`src/rtl/wwd_pkg.sv`:
```
package wwd_pkg;
  localparam int CNT_W = 7;
  localparam int TB_W  = 2;
  localparam int WR_W  = 10;

  localparam logic [CNT_W-1:0] CNT_RST = 7'h7F;
  localparam logic [CNT_W-1:0] WIN_RST = 7'h7F;
  localparam logic [CNT_W-1:0] WARN_AT = 7'h40;

  localparam logic [1:0] IDX_CTRL = 2'd0;
  localparam logic [1:0] IDX_CFG  = 2'd1;
  localparam logic [1:0] IDX_STAT = 2'd2;

  // configuration layout: enable bit 9, timer base 8:7, window 6:0
  typedef struct packed {
    logic             ewi;
    logic [TB_W-1:0]  tb;
    logic [CNT_W-1:0] win;
  } cfg_t;

  function automatic logic above_window(logic [CNT_W-1:0] cnt, logic [CNT_W-1:0] win);
    return cnt > win;
  endfunction

  function automatic logic at_expiry_edge(logic [CNT_W-1:0] cnt);
    return cnt == WARN_AT;
  endfunction

  function automatic logic at_warn_edge(logic [CNT_W-1:0] cnt);
    return cnt == WARN_AT + 7'd1;
  endfunction
endpackage

```
`src/rtl/wwd_prescaler.sv`:
```
module wwd_prescaler #(
  parameter int PRE_LOG2 = 12,
  parameter int TB_W     = 2
) (
  input  logic            clk,
  input  logic            rst_n,
  input  logic [TB_W-1:0] tb,
  output logic            tick
);
  localparam int PW = PRE_LOG2 + (1 << TB_W) - 1;

  logic [PW-1:0] pre_q;
  logic [PW-1:0] mask;

  function automatic logic [PW-1:0] low_mask(logic [TB_W-1:0] sel);
    logic [PW-1:0] m;
    for (int i = 0; i < PW; i++) m[i] = (i < PRE_LOG2 + int'(sel));
    return m;
  endfunction

  always_ff @(posedge clk or negedge rst_n) begin
    if (!rst_n) pre_q <= '0;
    else        pre_q <= pre_q + 1'b1;
  end

  always_comb begin
    mask = low_mask(tb);
    tick = ((pre_q & mask) == mask);
  end
endmodule

```
`src/rtl/wwd_counter.sv`:
```
module wwd_counter
  import wwd_pkg::*;
(
  input  logic             clk,
  input  logic             rst_n,
  input  logic             tick,
  input  logic             ctrl_wr,
  input  logic             wr_act,
  input  logic [CNT_W-1:0] wr_cnt,
  input  logic [CNT_W-1:0] win,
  output logic [CNT_W-1:0] cnt_q,
  output logic             act_q,
  output logic             warn_set,
  output logic             trig_expire,
  output logic             trig_early,
  output logic             trig_forced,
  output logic             reset_q,
  output logic             seen_q
);
  logic act_eff;

  always_comb begin
    act_eff     = act_q | wr_act;
    trig_expire = act_q && tick && !ctrl_wr && at_expiry_edge(cnt_q);
    trig_early  = ctrl_wr && act_eff && above_window(cnt_q, win);
    trig_forced = ctrl_wr && act_eff && !wr_cnt[CNT_W-1];
    warn_set    = tick && !ctrl_wr && at_warn_edge(cnt_q);
  end

  always_ff @(posedge clk or negedge rst_n) begin
    if (!rst_n) begin
      cnt_q   <= CNT_RST;
      act_q   <= 1'b0;
      reset_q <= 1'b0;
      seen_q  <= 1'b0;
    end else begin
      if (ctrl_wr)   cnt_q <= wr_cnt;
      else if (tick) cnt_q <= cnt_q - 1'b1;
      if (ctrl_wr && wr_act) act_q <= 1'b1;
      reset_q <= trig_expire | trig_early | trig_forced;
      if (trig_expire | trig_early | trig_forced) seen_q <= 1'b1;
    end
  end
endmodule

```
`src/rtl/wwd_cfgstat.sv`:
```
module wwd_cfgstat
  import wwd_pkg::*;
(
  input  logic            clk,
  input  logic            rst_n,
  input  logic            cfg_wr,
  input  logic            stat_wr,
  input  logic [WR_W-1:0] wdata,
  input  logic            warn_set,
  output cfg_t            cfg_q,
  output logic            flag_q,
  output logic            irq
);
  cfg_t wr_cfg;
  assign wr_cfg = cfg_t'(wdata);

  always_ff @(posedge clk or negedge rst_n) begin
    if (!rst_n) begin
      cfg_q  <= '{ewi: 1'b0, tb: '0, win: WIN_RST};
      flag_q <= 1'b0;
    end else begin
      if (cfg_wr) begin
        cfg_q.win <= wr_cfg.win;
        cfg_q.tb  <= wr_cfg.tb;
        cfg_q.ewi <= cfg_q.ewi | wr_cfg.ewi;
      end
      if (warn_set)                 flag_q <= 1'b1;
      else if (stat_wr && !wdata[0]) flag_q <= 1'b0;
    end
  end

  assign irq = flag_q & cfg_q.ewi;
endmodule

```
`src/rtl/win_watchdog.sv`:
```
module win_watchdog
  import wwd_pkg::*;
#(
  parameter int PRE_LOG2 = 12,
  parameter int ADDR_W   = 4,
  parameter int DATA_W   = 32
) (
  input  logic              clk,
  input  logic              rst_n,
  input  logic              bus_we,
  input  logic [ADDR_W-1:2] bus_addr,
  input  logic [WR_W-1:0]   bus_wdata,
  output logic [DATA_W-1:0] bus_rdata,
  output logic              wdg_reset_o,
  output logic              wdg_reset_seen_o,
  output logic              early_irq_o
);
  logic             ctrl_wr, cfg_wr, stat_wr;
  logic             tick;
  logic [CNT_W-1:0] cnt_q;
  logic             act_q, flag_q;
  logic             warn_set, trig_expire, trig_early, trig_forced;
  cfg_t             cfg_q;

  assign ctrl_wr = bus_we && (bus_addr == IDX_CTRL);
  assign cfg_wr  = bus_we && (bus_addr == IDX_CFG);
  assign stat_wr = bus_we && (bus_addr == IDX_STAT);

  wwd_prescaler #(.PRE_LOG2(PRE_LOG2), .TB_W(TB_W)) u_pre (
    .clk(clk), .rst_n(rst_n), .tb(cfg_q.tb), .tick(tick)
  );

  wwd_counter u_cnt (
    .clk(clk), .rst_n(rst_n), .tick(tick), .ctrl_wr(ctrl_wr),
    .wr_act(bus_wdata[CNT_W]), .wr_cnt(bus_wdata[CNT_W-1:0]), .win(cfg_q.win),
    .cnt_q(cnt_q), .act_q(act_q), .warn_set(warn_set),
    .trig_expire(trig_expire), .trig_early(trig_early), .trig_forced(trig_forced),
    .reset_q(wdg_reset_o), .seen_q(wdg_reset_seen_o)
  );

  wwd_cfgstat u_cfg (
    .clk(clk), .rst_n(rst_n), .cfg_wr(cfg_wr), .stat_wr(stat_wr),
    .wdata(bus_wdata), .warn_set(warn_set),
    .cfg_q(cfg_q), .flag_q(flag_q), .irq(early_irq_o)
  );

  always_comb begin
    bus_rdata = '0;
    case (bus_addr)
      IDX_CTRL: bus_rdata[CNT_W:0] = {act_q, cnt_q};
      IDX_CFG:  bus_rdata[WR_W-1:0] = cfg_q;
      IDX_STAT: bus_rdata[0]        = flag_q;
      default:  bus_rdata = '0;
    endcase
  end
endmodule

```
`config.mk`:
```
export PLATFORM = sky130hd
export DESIGN_NAME = win_watchdog
export DESIGN_NICKNAME = d
export VERILOG_FILES = /design/src/rtl/wwd_pkg.sv /design/src/rtl/wwd_prescaler.sv /design/src/rtl/wwd_counter.sv /design/src/rtl/wwd_cfgstat.sv /design/src/rtl/win_watchdog.sv
export SDC_FILE = /design/constraint.sdc
export NUM_CORES = 1
export LEC_CHECK = 0
export ABC_CLOCK_PERIOD_IN_PS = 2100
export BUFFER_PORTS_ARGS = -buffer_cell sky130_fd_sc_hd__buf_2
export CAP_MARGIN = 10
export CORE_MARGIN = 3
export CORE_UTILIZATION = 49
export CTS_CLUSTER_DIAMETER = 120
export CTS_CLUSTER_SIZE = 28
export DETAILED_ROUTE_END_ITERATION = 8
export MAX_ROUTING_LAYER = met4
export PLACE_DENSITY_LB_ADDON = 0.3
export SLEW_MARGIN = 20
export SYNTH_ARGS = -nofsm -noshare
export SYNTH_HDL_FRONTEND = slang
export SYNTH_SLANG_ARGS = --single-unit
```
`constraint.sdc`:
```
create_clock -name clk -period 2.1 [get_ports clk]
set_input_delay 0.21 -clock clk [delete_from_list [all_inputs] [get_ports clk]]
set_output_delay 0.21 -clock clk [all_outputs]
set_load 0.01 [all_outputs]
```
-- After elaboration in Yosys (flattened, before gate mapping)
Index checks and enable logic that the tools add are counted.
Widths: inputs -> output; s select.
- word-level logic and storage cells: 65
- input port bits: 15
- flip-flop bits (word level): 36
- output and inout port bits: 35
- bitwise operators: 6
- equal/unequal tests: 5
- add/subtract/negate cells: 3
- reduce and logical (&&, ||, !) cells: 19
- multiplexer cells: 7
- order comparisons: 16
- operators by type and width (cell ; count):
    $lt 5x32->1 const A ; 7
    $lt 4x32->1 const A ; 4
    $lt 3x32->1 const A ; 2
    $lt 1x32->1 const A ; 1
    $lt 2x32->1 const A ; 1
    $add 15x1->15 const B ; 1
    $and 15x15->15 ; 1
    $eq 15x15->1 ; 1
    $eq 7x7->1 const B ; 2
    $mux 7 ; 2
    $pmux 7 s2 ; 1
    $logic_and 1x1->1 ; 13
    $gt 7x7->1 ; 1
    $sub 7x1->7 const B ; 1
    $add 4x2->5 const A ; 1
    $or 1x1->1 ; 4
    $reduce_bool 2->1 ; 2
    $logic_not 1->1 ; 3
    $pmux 1 s3 ; 1
    $eq 2x1->1 const B ; 1
    $eq 2x2->1 const B ; 1
    $logic_not 2->1 ; 1
    $mux 1 ; 2
    $mux 2 ; 1
    $and 1x1->1 ; 1

-- Longest topological paths before layout
- depth after elaboration: 9
- gate-level depth with buffers: 6
- mapped depth without buffers: 6

-- Hierarchy
Synthesis repeated with hierarchy kept, for this count alone.
- cell total of the unflattened synthesis: 216
- area total of the unflattened synthesis: 2215.9 um^2
- modules (own cells, without submodules) (module ; seq. area each (um^2) ; area each (um^2) ; instances ; cells an instance):
    wwd_counter ; 259.0 ; 730.7 ; 1 ; 82
    wwd_prescaler ; 375.4 ; 680.7 ; 1 ; 61
    wwd_cfgstat ; 284.0 ; 459.2 ; 1 ; 25
    win_watchdog ; 0.0 ; 345.3 ; 1 ; 48

-- Least setup slack after synthesis
OpenSTA, ideal clock, no wires.
- path kind: register -> register
- start point: register u_pre.pre_q[0]
- end point: register u_cnt.cnt_q[3]
- data required time: 2023 ps
- arrival time: 1972 ps
- library setup time: 77 ps
- buffers on the path: 1
- path slack: 51 ps
- clock period less this slack: 2049 ps
- stages on the path, launching flop included: 7
- path through: dfrtp_1 -> ha_1 -> nand2_1 -> or4_4 -> buf_6 -> or4_1 -> a31oi_1
- word-level cells in the longest chain between the ends: 3
- ends and longest elaborated chain (element ; line ; RTL):
    start: declaration ; wwd_prescaler.sv:12 ; logic [PW-1:0] pre_q;
    start signal: assignment ; wwd_prescaler.sv:23 ; else pre_q <= pre_q + 1'b1;
    $and 15x15->15 ; wwd_prescaler.sv:28 ; tick = ((pre_q & mask) == mask);
    $eq 15x15->1 ; wwd_prescaler.sv:28 ;
    $reduce_bool 2->1 (no line) ; - ;
    end signal: assignment ; wwd_counter.sv:37 ; if (ctrl_wr) cnt_q <= wr_cnt;
    end signal: assignment ; wwd_counter.sv:38 ; else if (tick) cnt_q <= cnt_q - 1'b1;
    end: declaration ; wwd_counter.sv:11 ; output logic [CNT_W-1:0] cnt_q,
Every way passes these cells.
A chain may end at the register's enable or synchronous reset.

-- Worst setup path after layout
- start point: register u_pre.pre_q[6]
- end point: register u_cnt.cnt_q[3]
Same word-level chain as after synthesis.

==> flow_summary_export.csv <==
group,metric,value,unit
final_layout,synthToLayoutAreaGrowth,12.1,%
timing,final_min_period_over_clock_period,93.6,%
clocking,clkTransAtPathRegs,0.07,ns
global_route,first_global_vias,1541,
die,die_height,72.6,µm
detailed_routing,routed-via-count,1625,
global_route,grt_first_pass_wirelength,7.01,mm
critical_path,setup.worst_path.end,"u_cnt.cnt_q[3]",
clocking,number_of_clock_sinks_seen_by_cts,36,
synthesis,post_synth_num_cell_types,45,
pwr,clock_power_share,33.0,%
pwr,internal_power_consumption,1.30,mW
timing,timing.final.crit_period,1.96,ns
clocking,bufs_on_longest_clock_path,2,
timing,final_hold_violation_count,0,
timing,relSlewSlack,47.2,%
final_layout,finish.utilization,58.8,%
pwr,share_comb_of_total_power,20.0,%
synthesis,post_synth.cell_area_avg,10.1,µm²
die,ioPinCount,50,
critical_path,setup.reg_to_reg.worst_slack,0.14,ns
pwr,p_sw_share,28.3,%
final_layout,antenna-diode-count,0,
clocking,cts_hold_buffers,0,
synthesis,ys_seq_elements,36,
clocking,postCtsResizedCells,0,
final_layout,fraction_of_layout_cells_with_a_size_suffix_above_1,29.0,%
pwr,cellLeakagePower,1.15,nW
clocking,cts_made_buffers,5,
pwr,proportion_of_power_drawn_by_flip_flops_and_latches,47.1,%
synthesis,netlist.area_leader.share,25.3,%
critical_path,regToRegStartpoint,"u_pre.pre_q[6]",
hold_path,hp-class,"in2async",
synthesis,sequential_element_share_of_the_synthesized_area,42.3,%
clocking,cts_tree,"yes",
global_route,globalRouteTotalUtil,17.6,%
critical_path,cp.arrival,2.18,ns
run,max_cap_violations,0,
detailed_routing,route.antenna.remaining_nets,0,
die,die-width,72.6,µm
die,die_area,5270,µm²
critical_path,crit_path_end_kind,"register",
global_route,grt_antenna_before_repair,0,
detailed_routing,drt-vias-per-instance,5.33,
die,floorplan.rows,23,
clocking,cts_root_buffer,"sky130_fd_sc_hd__clkbuf_8",
timing,setup-violations-final,0,
detailed_routing,wl_per_cell,14.1,µm
timing,max_slew.worst_pin.slew,0.793,ns
die,placeableCoreArea,4140,µm²
detailed_routing,drtPass1Iterations,4,
placed_design,pre_cts_ws,0.0610,ns
detailed_routing,detail_route.iter0.violations,103,
placed_design,buffer_ports.inserted,27,
clocking,h-tree-depth,2,
die,initial_utilization,52.4,%
placed_design,gpl.final_weighted_congestion,0.852,
synthesis,synth_flop_cell,"sky130_fd_sc_hd__dfrtp_1",
pwr,power.total,1.81,mW
synthesis,synth-edff-count,0,
pwr,switching_power,0.513,mW
critical_path,path_depth_of_the_worst_reg2reg_path,4,
timing,postLayoutSetupSlackWorst,0.135,ns
critical_path,critical_path_class,"reg2reg",
timing,hold_ws,0.0106,ns
critical_path,cp_data_required_time,2.31,ns
final_layout,finalNetCount,279,
critical_path,path_max_fanout,9,
synthesis,synth.area.top_cells,"sky130_fd_sc_hd__dfrtp_1, sky130_fd_sc_hd__dfstp_2, sky130_fd_sc_hd__buf_4",
synthesis,asyncSetResetFlopFracSynth,100,%
timing,rsz_0062_raised_after_global_routing,"no",
final_layout,filler_cell_count,389,
synthesis,synth_top_area_cell,"sky130_fd_sc_hd__dfrtp_1",
timing,maxSlewViolCount,0,
detailed_routing,drt-total-wl,4.29,mm
timing,max_freq,509,MHz
synthesis,yosysWarnings,0,
critical_path,rr_endpoint,"u_cnt.cnt_q[3]",
detailed_routing,drc_errors,0,
timing,worst_clock_skew,0.00734,ns
status,outcome,"completed",
synthesis,post_synth_inst_count,216,
synthesis,yosys-top-cells-count,"sky130_fd_sc_hd__buf_4, sky130_fd_sc_hd__dfrtp_1, sky130_fd_sc_hd__nor2_1, sky130_fd_sc_hd__dfstp_2, sky130_fd_sc_hd__nand2_1",
synthesis,synth.cell_area,2170,µm²
timing,finalSetupTns,0,ns
pwr,power.ir.vdd_worst,0.000414,V
global_route,grt_max_degree,37,
global_route,grt_overflow_total,0,
critical_path,startpoint,"u_pre.pre_q[6]",
placed_design,dp_hpwl,3.15,mm
critical_path,start_kind,"register",
pwr,p_per_area,743,nW/µm²
clocking,insertion_delay,0.28,ns
[power by group through the flow]
stage / clock network [mW] / logic [mW] / registers [mW]
6_report: 0.597 / 0.361 / 0.852
5_1_grt: 0.641 / 0.414 / 0.862
4_1_cts: 0.610 / 0.364 / 0.852
3_5_place_dp: 0 / 0.361 / 0.865
3_3_place_gp: 0 / 0.356 / 0.860
2_1_floorplan: 0 / 0.283 / 0.843
[layout make-up]
type	count	area (µm²)	area share (%)
Clock buffer	6	72.6	2.98
Clock inverter	2	35.0	1.44
Inverter	12	45.0	1.85
Multi-Input combinational cell	163	1100	45.2
Sequential cell	36	918	37.7
Tap cell	50	62.6	2.57
Timing Repair Buffer	36	203	8.32
[cell usage in the layout, fill, tap and decap left out, types with 4 or more instances in the layout]
cell,synthesis,layout
sky130_fd_sc_hd__o31ai_1,5,5
sky130_fd_sc_hd__buf_4,22,9
sky130_fd_sc_hd__conb_1,1,22
sky130_fd_sc_hd__xnor2_1,10,10
sky130_fd_sc_hd__dfstp_2,14,14
sky130_fd_sc_hd__mux2_2,8,8
sky130_fd_sc_hd__nor2_1,19,19
sky130_fd_sc_hd__nand4_1,7,7
sky130_fd_sc_hd__o21ai_0,4,4
sky130_fd_sc_hd__inv_1,12,12
sky130_fd_sc_hd__mux2i_1,8,8
sky130_fd_sc_hd__nand2_1,13,13
sky130_fd_sc_hd__nand3_1,10,10
sky130_fd_sc_hd__buf_2,0,27
sky130_fd_sc_hd__clkbuf_8,0,5
sky130_fd_sc_hd__ha_1,10,10
sky130_fd_sc_hd__dfrtp_1,22,22
[stage by stage]
step	cells	instance area, µm²
2_1_floorplan	237	2250
3_3_place_gp	293	2300
3_5_place_dp	293	2300
4_1_cts	301	2410
5_1_grt	305	2440
6_report	305	2440
[flip-flops by register name (all words and copies together) (netlist names)]
name           flops
u_pre.pre_q       15
u_cfg.cfg_q       10
u_cnt.cnt_q        7
u_cfg.flag_q       1
u_cnt.act_q        1
u_cnt.reset_q      1
u_cnt.seen_q       1
[worst max-delay path, stage by stage (launching register included)]
cell	delay, ns
sky130_fd_sc_hd__dfrtp_1	0.43
sky130_fd_sc_hd__nand4_2	0.19
sky130_fd_sc_hd__or4_4	0.58
sky130_fd_sc_hd__or4_1	0.52
sky130_fd_sc_hd__a31oi_1	0.18
[per-layer routing]
layer	wire length (µm)	part of all wire, %	track usage (%)
met1	1890	44	21.0
met5	0	0	-
met3	171	4.0	4.68
met2	2180	51	29.3
met4	44	1.0	4.92
[timing repair]
item,in CTS,in global routing
endpoints found under the setup margin,0,3
setup buffers,0,4
hold endpoints to repair,0,0
[worst min path at each step]
stage | startpoint | end | slack [ns] | cells past startpoint
floorplan | rst_n | u_cfg.cfg_q[7] | -0.09 | 0
global placement | rst_n | u_cnt.seen_q | 0.34 | 1
detailed placement | rst_n | u_cnt.seen_q | 0.35 | 1
CTS | rst_n | u_cnt.seen_q | 0.04 | 1
global route | rst_n | u_cnt.seen_q | 0.07 | 1
finish | rst_n | u_cnt.seen_q | 0.01 | 1
[kinds of logic after synthesis]
kind of cell / synth area share, %
AOI/OAI and AO/OA: 9.33
muxes: 7.83
buffers and inverters: 10.7
adders and majority gates: 5.76
other: 0.173
xor gates and xnor gates: 5.24
DFF: 42.3
and+or+nand+nor: 18.7
Note: power is estimated with default switching activity, not from simulation.
